### config.mk
export PLATFORM = sky130hd
export DESIGN_NAME = dual_seg_splitter
export DESIGN_NICKNAME = d
export VERILOG_FILES = /design/src/rtl/seg_splitter_pkg.sv /design/src/rtl/seg_splitter_ctrl.sv /design/src/rtl/seg_splitter_datapath.sv /design/src/rtl/dual_seg_splitter.sv
export SDC_FILE = /design/constraint.sdc
export NUM_CORES = 1
export LEC_CHECK = 0
export CORE_MARGIN = 1
export CORE_UTILIZATION = 25
export DETAILED_ROUTE_END_ITERATION = 8
export DONT_BUFFER_PORTS = 1
export HOLD_SLACK_MARGIN = 0.1
export PLACE_DENSITY = 0.49
export SYNTH_ARGS = -nofsm -noshare
export SYNTH_HDL_FRONTEND = slang
export SYNTH_SLANG_ARGS = --single-unit
### constraint.sdc
create_clock -name clk -period 0.8 [get_ports clk]
set_input_delay 0.04 -clock clk [delete_from_list [all_inputs] [get_ports clk]]
set_output_delay 0.04 -clock clk [all_outputs]
set_load 0.03 [all_outputs]
### src/rtl/seg_splitter_pkg.sv
package seg_splitter_pkg;
  // Strobes handed from control to datapath
  typedef struct packed {
    logic loadWord;
    logic useShort;
    logic padValue;
  } split_ctrl_t;
endpackage

### src/rtl/seg_splitter_ctrl.sv
module seg_splitter_ctrl
  import seg_splitter_pkg::*;
(
  input  logic        rstN,
  input  logic        sampleValid,
  input  logic        shortWord,
  input  logic        padBit,
  output split_ctrl_t strobes
);
  // A strobe seen while reset is held is dropped
  always_comb begin
    strobes.loadWord = sampleValid & rstN;
    strobes.useShort = shortWord;
    strobes.padValue = padBit;
  end
endmodule

### src/rtl/seg_splitter_datapath.sv
module seg_splitter_datapath
  import seg_splitter_pkg::*;
#(
  parameter int IN_W  = 24,
  parameter int SEG_W = 16
) (
  input  logic             clk,
  input  logic             rstN,
  input  split_ctrl_t      strobes,
  input  logic [IN_W-1:0]  sampleIn,
  output logic [SEG_W-1:0] segACode,
  output logic [SEG_W-1:0] segBCode,
  output logic             steerSign
);
  localparam int WORK_W = SEG_W + 1;
  localparam logic [SEG_W-1:0] SEG_ZERO = '0;
  localparam logic [SEG_W-1:0] SEG_FULL = '1;
  localparam logic [SEG_W-1:0] SEG_ONE  = SEG_W'(1);

  logic [WORK_W-1:0] wideWord;
  logic [WORK_W-1:0] shortWordVal;
  logic [WORK_W-1:0] workWord;
  logic [SEG_W-1:0]  lowPart;
  logic [SEG_W-1:0]  incPart;
  logic              topBit;
  logic [SEG_W-1:0]  nextA;
  logic [SEG_W-1:0]  nextB;

  // Wide path: keep the upper bits, drop the rest (or zero-fill a narrow bus)
  generate
    if (IN_W >= WORK_W) begin : gTruncate
      assign wideWord = {~sampleIn[IN_W-1], sampleIn[IN_W-2 -: SEG_W]};
    end else begin : gExtend
      assign wideWord = {~sampleIn[IN_W-1], sampleIn[IN_W-2:0], {(WORK_W-IN_W){1'b0}}};
    end
  endgenerate

  // Short path: 16-bit sample in the low bits, pad bit becomes the new LSB
  assign shortWordVal = {~sampleIn[SEG_W-1], sampleIn[SEG_W-2:0], strobes.padValue};

  always_comb begin
    workWord = strobes.useShort ? shortWordVal : wideWord;
    topBit   = workWord[WORK_W-1];
    lowPart  = workWord[SEG_W-1:0];
    // Saturating increment for the upper-half segment
    incPart  = (lowPart == SEG_FULL) ? SEG_FULL : lowPart + SEG_ONE;
    if (topBit) begin
      nextA = incPart;
      nextB = SEG_FULL;
    end else begin
      nextA = SEG_ZERO;
      nextB = lowPart;
    end
  end

  // Codes and steering bit load together; reset lands on bipolar zero
  always_ff @(posedge clk or negedge rstN) begin
    if (!rstN) begin
      segACode  <= SEG_ONE;
      segBCode  <= SEG_FULL;
      steerSign <= 1'b1;
    end else if (strobes.loadWord) begin
      segACode  <= nextA;
      segBCode  <= nextB;
      steerSign <= topBit;
    end
  end
endmodule

### src/rtl/dual_seg_splitter.sv
module dual_seg_splitter
  import seg_splitter_pkg::*;
#(
  parameter int IN_W  = 24,
  parameter int SEG_W = 16
) (
  input  logic             clk,
  input  logic             rstN,
  input  logic             sampleValid,
  input  logic             shortWord,
  input  logic             padBit,
  input  logic [IN_W-1:0]  sampleIn,
  output logic [SEG_W-1:0] segACode,
  output logic [SEG_W-1:0] segBCode
);
  split_ctrl_t strobes;
  logic        steerSign;

  seg_splitter_ctrl ctrl (
    .rstN        (rstN),
    .sampleValid (sampleValid),
    .shortWord   (shortWord),
    .padBit      (padBit),
    .strobes     (strobes)
  );

  seg_splitter_datapath #(.IN_W(IN_W), .SEG_W(SEG_W)) dp (
    .clk       (clk),
    .rstN      (rstN),
    .strobes   (strobes),
    .sampleIn  (sampleIn),
    .segACode  (segACode),
    .segBCode  (segBCode),
    .steerSign (steerSign)
  );
endmodule

==> metrics.txt, run 1 <==
# TYPE chip_impl_metric gauge
chip_impl_metric{name="die_area",unit="mm²"} 0.00826
chip_impl_info{name="synth.largest_area_cell",value="sky130_fd_sc_hd__dfstp_2"} 1
chip_impl_metric{name="dp_hpwl",unit="mm"} 4.82
chip_impl_metric{name="yosys.area.top_type_share",unit="%"} 22.6
chip_impl_metric{name="irDropWorstVdd",unit="mV"} 0.559
chip_impl_metric{name="sum_neg_setup_slack",unit="ns"} -8.97
chip_impl_metric{name="syn_nets",unit=""} 240
chip_impl_metric{name="die_w",unit="µm"} 90.9
chip_impl_metric{name="drt_iter0_markers",unit=""} 142
chip_impl_metric{name="synth_seq_area_share",unit="%"} 41.6
chip_impl_info{name="combinational_family_with_the_most_area_after_synthesis",value="simple AND/OR/NAND/NOR gates"} 1
chip_impl_metric{name="core.rowCount",unit=""} 32
chip_impl_metric{name="grt_pass1_vias",unit=""} 2009
chip_impl_metric{name="timing.final.crit_share",unit="%"} 142
chip_impl_metric{name="drv_slew",unit=""} 0
chip_impl_metric{name="maxCapViolations",unit=""} 0
chip_impl_metric{name="route.antenna.remaining_nets",unit=""} 0
chip_impl_metric{name="placeableCoreArea",unit="mm²"} 0.00769
chip_impl_metric{name="drt-pass1-iter-count",unit=""} 4
chip_impl_metric{name="cts.reportedPaths.clkPinSlew",unit="ns"} 0.07
chip_impl_metric{name="post_synth_num_cell_types",unit=""} 38
chip_impl_info{name="synthMostInstantiatedCell",value="sky130_fd_sc_hd__nand2_1"} 1
chip_impl_metric{name="insertion_delay",unit="ns"} 0.28
chip_impl_metric{name="cts_hold_buf",unit=""} 2
chip_impl_metric{name="postSynthCellCount",unit=""} 210
chip_impl_info{name="rsz0062_at_grt",value="yes"} 1
chip_impl_metric{name="timing_worst_slew_pin_value",unit="ns"} 0.376
chip_impl_metric{name="cp_max_fo",unit=""} 37
chip_impl_metric{name="placement.setup.worst_slack",unit="ns"} -0.705
chip_impl_metric{name="worst_slew_margin_rel",unit="%"} 74.2
chip_impl_metric{name="async_flop_share",unit="%"} 100
chip_impl_metric{name="i_o_pins",unit=""} 61
chip_impl_info{name="post_synth_main_area_contributors",value="sky130_fd_sc_hd__dfstp_2 (23%), sky130_fd_sc_hd__dfrtp_1 (19%), sky130_fd_sc_hd__mux2i_1 (7.1%)"} 1
chip_impl_metric{name="crit_required",unit="ns"} 0.96
chip_impl_metric{name="initial_core_util",unit="%"} 25.7
chip_impl_metric{name="grt_first_pass_wirelength",unit="mm"} 10.3
chip_impl_metric{name="cts-buffers-inserted",unit=""} 5
chip_impl_metric{name="r2r.worst_path.cells",unit=""} 2
chip_impl_metric{name="hold_viol_final",unit=""} 32
chip_impl_metric{name="clock-sinks",unit=""} 32
chip_impl_info{name="crit_chain",value="mux2_4 -> ha_4 -> inv_4 -> a211oi_4 -> and4_4 -> and2_4 -> a221o_1"} 1
chip_impl_metric{name="grt_start_max_net_pins",unit=""} 38
chip_impl_metric{name="worst_ep_arrival_time",unit="ns"} 1.30
chip_impl_metric{name="xor_and_xnor_area_share_after_synthesis",unit="%"} 4.43
chip_impl_metric{name="number_of_enable_flip_flop_cells_after_synthesis",unit=""} 0
chip_impl_metric{name="synth-compound-area-share",unit="%"} 18.7
chip_impl_metric{name="vias",unit=""} 1929
chip_impl_metric{name="ys.warnings.count",unit=""} 0
chip_impl_metric{name="synthesis.area_per_instance",unit="µm²"} 9.41
chip_impl_metric{name="post_drt_via_cell_ratio",unit=""} 4.91
chip_impl_metric{name="synthesis.area",unit="mm²"} 0.00198
chip_impl_metric{name="floorplan.die.height",unit="µm"} 90.9
chip_impl_metric{name="final_period_minus_worst_setup_slack",unit="ns"} 1.13
chip_impl_info{name="clock_tree_from_tritoncts",value="done"} 1
chip_impl_info{name="worstSetupPathType",value="in -> reg"} 1
chip_impl_info{name="crit-reg2reg-capture",value="dp.segACode[11]$_DFFE_PN0P_"} 1
chip_impl_info{name="r2r-start",value="dp.segACode[11]$_DFFE_PN0P_"} 1
chip_impl_metric{name="crit_path_max_incr_delay",unit="ns"} 0.30
chip_impl_metric{name="max_freq",unit="MHz"} 883
chip_impl_metric{name="fin_util",unit="%"} 40.0
chip_impl_info{name="status",value="finished, violations left"} 1
chip_impl_metric{name="antenna_found_initial",unit=""} 0
chip_impl_metric{name="cts-root-to-sink-buffers",unit=""} 2
chip_impl_info{name="cpMaxStageDelayCell",value="sky130_fd_sc_hd__mux2_4"} 1
chip_impl_info{name="crit_path_start_kind",value="input pin"} 1
chip_impl_metric{name="fin_worst_hold_slack",unit="ns"} -0.551
chip_impl_metric{name="htreeDepth",unit=""} 2
chip_impl_info{name="commonest_register_cell_after_synthesis",value="sky130_fd_sc_hd__dfstp_2"} 1
chip_impl_metric{name="route.final.wire_length",unit="mm"} 6.28
chip_impl_metric{name="antenna_cells_inserted",unit=""} 0
chip_impl_metric{name="buffer_ports.inserted",unit=""} 0
chip_impl_info{name="critical_path.top_delay_family",value="simple AND/OR/NAND/NOR gates"} 1
chip_impl_metric{name="power.static_leakage",unit="nW"} 1.37
chip_impl_metric{name="avgRoutedWirePerCell",unit="µm"} 16.0
chip_impl_metric{name="setup_viol",unit=""} 50
chip_impl_metric{name="yosys.area_share.simple",unit="%"} 19.9
chip_impl_metric{name="grt.overflow.total",unit=""} 0
chip_impl_metric{name="grtUsageTotal",unit="%"} 16.1
chip_impl_info{name="cts_root_buffer",value="sky130_fd_sc_hd__clkbuf_8"} 1
chip_impl_info{name="failing_checks",value="negative hold slack, negative setup slack"} 1
chip_impl_metric{name="detail_route.drc_violations",unit=""} 0
chip_impl_metric{name="finClkSkew",unit="ns"} 0
chip_impl_info{name="synth.top_cells.by_count",value="sky130_fd_sc_hd__nand2_1 (30), sky130_fd_sc_hd__dfstp_2 (17), sky130_fd_sc_hd__nor2_1 (16), sky130_fd_sc_hd__dfrtp_1 (15), sky130_fd_sc_hd__mux2i_1 (14)"} 1
chip_impl_metric{name="gp_congestion",unit=""} 0.914
chip_impl_metric{name="share_of_synthesized_cell_area_in_full_adder_half_adder_and_majority_cells",unit="%"} 0.633
chip_impl_info{name="worst_setup_path_end_kind",value="flop"} 1
chip_impl_metric{name="post_route_setup_slack",unit="ns"} -0.332
chip_impl_metric{name="flip_flop_and_latch_count_after_synthesis",unit=""} 32
chip_impl_metric{name="finish.net_count",unit=""} 320
chip_impl_metric{name="rrSetupSlack",unit="ns"} -0.15
chip_impl_metric{name="drive_above_1_share",unit="%"} 48.1
chip_impl_metric{name="synth.area.mux_share",unit="%"} 11.1
chip_impl_info{name="hold_path.class",value="in -> async"} 1
chip_impl_metric{name="timing.critical_path.buf_inv",unit=""} 1
chip_impl_metric{name="cellPowerDensity",unit="mW/mm²"} 1710
chip_impl_metric{name="layout-area-overhead-vs-synth",unit="%"} 55.6
[state kept, by name, indices dropped and copies added, names as in the netlist]
| name | cells |
|---|---|
| dp.segACode | 16 |
| dp.segBCode | 16 |
[cells in the final DEF (no fill, tap or decap), types with 5 or more instances in the layout]
cell type                  instances
sky130_fd_sc_hd__a31oi_1          10
sky130_fd_sc_hd__mux2_2            5
sky130_fd_sc_hd__nand4_1           6
sky130_fd_sc_hd__nor2_1           11
sky130_fd_sc_hd__xnor2_1           5
sky130_fd_sc_hd__buf_4            41
sky130_fd_sc_hd__a22oi_1           5
sky130_fd_sc_hd__a21oi_2           6
sky130_fd_sc_hd__dfstp_2          17
sky130_fd_sc_hd__nand2_1          29
sky130_fd_sc_hd__mux2i_1          14
sky130_fd_sc_hd__clkbuf_8          6
sky130_fd_sc_hd__dfrtp_1          15
sky130_fd_sc_hd__a21oi_1           5
sky130_fd_sc_hd__nand3_1           7
sky130_fd_sc_hd__buf_6            40
sky130_fd_sc_hd__o21ai_0           7
[routing by layer]
layer	track usage [%]	wire length (µm)
met1	21.2	2850
met2	23.9	2790
met3	4.21	406
met4	8.73	230
met5	0	0
[per-stage QoR]
step | cell area (µm²) | hold WS, ns | instances | total power, mW
2_1_floorplan | 2030 | -0.256 | 210 | 3.05
6_report | 3070 | -0.551 | 393 | 5.26
3_5_place_dp | 2610 | -0.253 | 370 | 3.67
4_1_cts | 3030 | -0.559 | 391 | 5.29
3_3_place_gp | 2610 | -0.253 | 370 | 3.67
5_1_grt | 3070 | -0.566 | 393 | 5.54
[where the power goes]
group,leakage [nW],switching [mW],internal (mW)
combinational,0.954,0.956,0.954
clock,0.0455,0.569,0.701
sequential,0.373,0.162,1.92
total,1.37,1.69,3.58
[worst register-to-register path, delay by kind of cell, from the launching register on]
kind                   cells  cell delay (ns)
AO/OA/AOI/OAI              1             0.30
buffers and inverters      1             0.14
flip-flops                 1             0.40
[area by class of cell]
class,instances,area (µm²)
multi-input combinational,165,1210
fill,799,4610
sequential,32,822
clock buffer,8,90.1
timing repair buffer,85,818
inverter,1,6.26
tap,102,128
[cells by family after synthesis]
family                   Yosys count
multiplexers                      21
flip-flops                        32
AO/OA/AOI/OAI                     56
buffers and inverters             13
adder cells (fa/ha/maj)            1
AND/OR/NAND/NOR                   77
XOR/XNOR                          10
[worst max path at each step]
stage	start	to	depth (start not counted)
2_1_floorplan	shortWord	dp.segACode[6]$_DFFE_PN0P_	12
3_3_place_gp	shortWord	dp.segACode[11]$_DFFE_PN0P_	7
3_5_place_dp	shortWord	dp.segACode[7]$_DFFE_PN0P_	7
4_1_cts	shortWord	dp.segACode[6]$_DFFE_PN0P_	7
5_1_grt	shortWord	dp.segACode[6]$_DFFE_PN0P_	7
6_report	shortWord	dp.segACode[6]$_DFFE_PN0P_	7
[what timing repair did]
item                       CTS  global route
hold endpoints to repair    35            34
resized for setup           61             8
pin swaps                    9            14
setup buffers               11             2
setup endpoints to repair   48            58
Power figures use the tool's default switching activity.
==> inputs of run 2 (changes only) <==
Settings changed: CTS_BUF_LIST from default to sky130_fd_sc_hd__clkbuf_16.
==> run 2 against run 1 <==
  * The run still ends with negative hold slack, negative setup slack left
  * Cell area up 1.6%
  * Critical path type unchanged
  * Critical path depth unchanged
  * Routed wire length down 0.25%
  * Via count down 0.31%
  * Fmax down 1.8%
  * Sequential share of layout area down 0.43 points
  * Critical endpoint unchanged
  * Flip-flop and latch count unchanged
  * Total power up 9.1%
  * Utilization up 0.65 points
  * Clock skew unchanged
  * First-iteration DRC count down 4.2%
  * Die area unchanged
==> metrics.txt, run 2 (synthesis gave the netlist of run 1 again) <==
# TYPE chip_impl_metric gauge
chip_impl_metric{name="place_inst",unit=""} 370
chip_impl_metric{name="buffer_ports.inserted",unit=""} 0
chip_impl_metric{name="grt_start_max_net_pins",unit=""} 38
chip_impl_metric{name="cts-root-to-sink-buffers",unit=""} 2
chip_impl_metric{name="timing_worst_slew_pin_value",unit="ns"} 0.373
chip_impl_metric{name="rrSetupSlack",unit="ns"} -0.14
chip_impl_info{name="cts_root_buffer",value="sky130_fd_sc_hd__clkbuf_16"} 1
chip_impl_metric{name="finish.instance_area",unit="mm²"} 0.00312
chip_impl_metric{name="antenna_cells_inserted",unit=""} 0
chip_impl_metric{name="placeableCoreArea",unit="mm²"} 0.00769
chip_impl_metric{name="cts-buffers-inserted",unit=""} 5
chip_impl_metric{name="cts_hold_buf",unit=""} 2
chip_impl_metric{name="route.antenna.remaining_nets",unit=""} 0
chip_impl_info{name="r2r-start",value="dp.segACode[11]$_DFFE_PN0P_"} 1
chip_impl_metric{name="antenna_found_initial",unit=""} 0
chip_impl_info{name="timing.critical_path.from",value="shortWord"} 1
chip_impl_metric{name="cts.reportedPaths.clkPinSlew",unit="ns"} 0.05
chip_impl_metric{name="gp_congestion",unit=""} 0.914
chip_impl_metric{name="combined_area_of_the_multi_input_logic_cells",unit="mm²"} 0.00121
chip_impl_metric{name="i_o_pins",unit=""} 61
chip_impl_metric{name="placed_cell_area",unit="mm²"} 0.00261
chip_impl_metric{name="finClkSkew",unit="ns"} 0
chip_impl_metric{name="fin_util",unit="%"} 40.6
chip_impl_metric{name="detail_route.drc_violations",unit=""} 0
chip_impl_metric{name="crit_required",unit="ns"} 0.95
chip_impl_metric{name="post_drt_via_cell_ratio",unit=""} 4.89
chip_impl_metric{name="drt-pass1-iter-count",unit=""} 4
chip_impl_metric{name="core.rowCount",unit=""} 32
chip_impl_info{name="status",value="finished, violations left"} 1
chip_impl_metric{name="grt_first_pass_wirelength",unit="mm"} 10.2
chip_impl_info{name="hold_path.class",value="in -> async"} 1
chip_impl_metric{name="layout.area.seq",unit="µm²"} 822
chip_impl_metric{name="fillerInstances",unit=""} 786
chip_impl_metric{name="vias",unit=""} 1923
chip_impl_metric{name="avgRoutedWirePerCell",unit="µm"} 15.9
chip_impl_info{name="worstSetupPathType",value="in -> reg"} 1
chip_impl_metric{name="worst_ep_arrival_time",unit="ns"} 1.30
chip_impl_metric{name="met2_wirelength",unit="mm"} 2.85
chip_impl_metric{name="layout-area-overhead-vs-synth",unit="%"} 58.1
chip_impl_metric{name="max_freq",unit="MHz"} 867
chip_impl_metric{name="timing.final.crit_share",unit="%"} 144
chip_impl_info{name="largestRegisters",value="dp.segACode: 16 flops, dp.segBCode: 16 flops"} 1
chip_impl_metric{name="grt.overflow.total",unit=""} 0
chip_impl_metric{name="hold_viol_final",unit=""} 32
chip_impl_metric{name="power.static_leakage",unit="nW"} 1.40
chip_impl_metric{name="floorplan.die.height",unit="µm"} 90.9
chip_impl_metric{name="layoutNonFillerInstCount",unit=""} 393
chip_impl_metric{name="cellPowerDensity",unit="mW/mm²"} 1840
chip_impl_metric{name="grtUsageTotal",unit="%"} 16.0
chip_impl_metric{name="met3RoutedLength",unit="µm"} 383
chip_impl_metric{name="fin_worst_hold_slack",unit="ns"} -0.539
chip_impl_metric{name="clock-sinks",unit=""} 32
chip_impl_metric{name="maxCapViolations",unit=""} 0
chip_impl_metric{name="die_area",unit="mm²"} 0.00826
chip_impl_metric{name="setup_viol",unit=""} 49
chip_impl_info{name="failing_checks",value="negative hold slack, negative setup slack"} 1
chip_impl_metric{name="initial_core_util",unit="%"} 25.7
chip_impl_metric{name="insertion_delay",unit="ns"} 0.27
chip_impl_metric{name="finish.net_count",unit=""} 320
chip_impl_metric{name="route.final.wire_length",unit="mm"} 6.26
chip_impl_metric{name="final_period_minus_worst_setup_slack",unit="ns"} 1.15
chip_impl_info{name="layout_common_cells",value="sky130_fd_sc_hd__buf_4 (41), sky130_fd_sc_hd__buf_6 (40), sky130_fd_sc_hd__nand2_1 (29), sky130_fd_sc_hd__dfstp_2 (17), sky130_fd_sc_hd__dfrtp_1 (15)"} 1
chip_impl_metric{name="post_route_setup_slack",unit="ns"} -0.353
chip_impl_metric{name="worst_slew_margin_rel",unit="%"} 74.4
chip_impl_metric{name="r2r.worst_path.cells",unit=""} 2
chip_impl_metric{name="routedLengthMet1",unit="mm"} 2.86
chip_impl_metric{name="irDropWorstVdd",unit="mV"} 0.747
chip_impl_metric{name="htreeDepth",unit=""} 2
chip_impl_metric{name="die_w",unit="µm"} 90.9
chip_impl_info{name="crit_path_start_kind",value="input pin"} 1
chip_impl_info{name="highest-signal-layer",value="met4"} 1
chip_impl_metric{name="drv_slew",unit=""} 0
chip_impl_metric{name="dp_hpwl",unit="mm"} 4.82
chip_impl_info{name="worst_setup_path_end_kind",value="flop"} 1
chip_impl_info{name="rsz0062_at_grt",value="yes"} 1
chip_impl_metric{name="sum_neg_setup_slack",unit="ns"} -8.87
chip_impl_info{name="crit-reg2reg-capture",value="dp.segACode[11]$_DFFE_PN0P_"} 1
chip_impl_metric{name="drive_above_1_share",unit="%"} 48.1
chip_impl_metric{name="drt_iter0_markers",unit=""} 136
chip_impl_metric{name="total_power",unit="mW"} 5.74
chip_impl_info{name="clock_tree_from_tritoncts",value="done"} 1
chip_impl_metric{name="grt_pass1_vias",unit=""} 1985
chip_impl_metric{name="cp_max_fo",unit=""} 37
chip_impl_info{name="mostFrequentLayoutCell",value="sky130_fd_sc_hd__buf_4"} 1
==> run 2: changes by cell type in the layout (fill, tap and decap cells not counted), sizes merged <==
cell	before	now
clkinv	0	1
inv	1	3
clkbuf	8	5
==> run 2: worst max path at each step <==
stage / endpoint / slack, ns / depth (start not counted)
6_report: dp.segACode[6]$_DFFE_PN0P_ / -0.35 / 7
5_1_grt: dp.segACode[14]$_DFFE_PN0P_ / -0.38 / 7
4_1_cts: dp.segACode[6]$_DFFE_PN0P_ / -0.30 / 7
3_5_place_dp: dp.segACode[7]$_DFFE_PN0P_ / -0.70 / 7
3_3_place_gp: dp.segACode[11]$_DFFE_PN0P_ / -0.63 / 7
2_1_floorplan: dp.segACode[6]$_DFFE_PN0P_ / -1.18 / 12
==> run 2: area by class of cell <==
cell class / count / share of cell area (%)
Multi-Input combinational cell: 165 / 38.8
Sequential cell: 32 / 26.3
Timing Repair Buffer: 85 / 26.2
Tap cell: 102 / 4.08
Clock buffer: 5 / 4.00
Clock inverter: 3 / 0.360
Inverter: 1 / 0.200
==> run 2: repair_timing <==
| item | CTS | global route |
|---|---|---|
| buffers inserted | 11 | 2 |
| hold endpoints to repair | 35 | 34 |
| resized for setup | 61 | 9 |
| setup endpoints to repair | 48 | 58 |
| pin swaps | 9 | 14 |
==> run 2: power by group <==
part           switching (mW)  internal (mW)  leakage, nW
sequential              0.162           1.92        0.373
combinational           0.958          0.954        0.954
clock                   0.627           1.12       0.0738
total                    1.75           3.99         1.40
==> run 2: stage by stage <==
stage	hold slack [ns]	setup WS, ns
after floorplan	-0.256	-1.18
after global placement	-0.253	-0.627
after detailed placement	-0.253	-0.705
after CTS	-0.546	-0.296
after global routing	-0.552	-0.377
final	-0.539	-0.353
==> run 2: routing by layer <==
metal	global-route usage (%)	vias up
met4	8.47	0
met3	4.46	12
met2	23.7	61
li1	-	935
met5	0	-
met1	21.0	915
==> run 2: worst max-delay path, cell delays in order <==
cell and delay, ns:
sky130_fd_sc_hd__mux2_4 0.31, sky130_fd_sc_hd__ha_4 0.18, sky130_fd_sc_hd__inv_4 0.07, sky130_fd_sc_hd__a211oi_4 0.06, sky130_fd_sc_hd__and4_4 0.22, sky130_fd_sc_hd__and2_4 0.16, sky130_fd_sc_hd__a221o_1 0.26
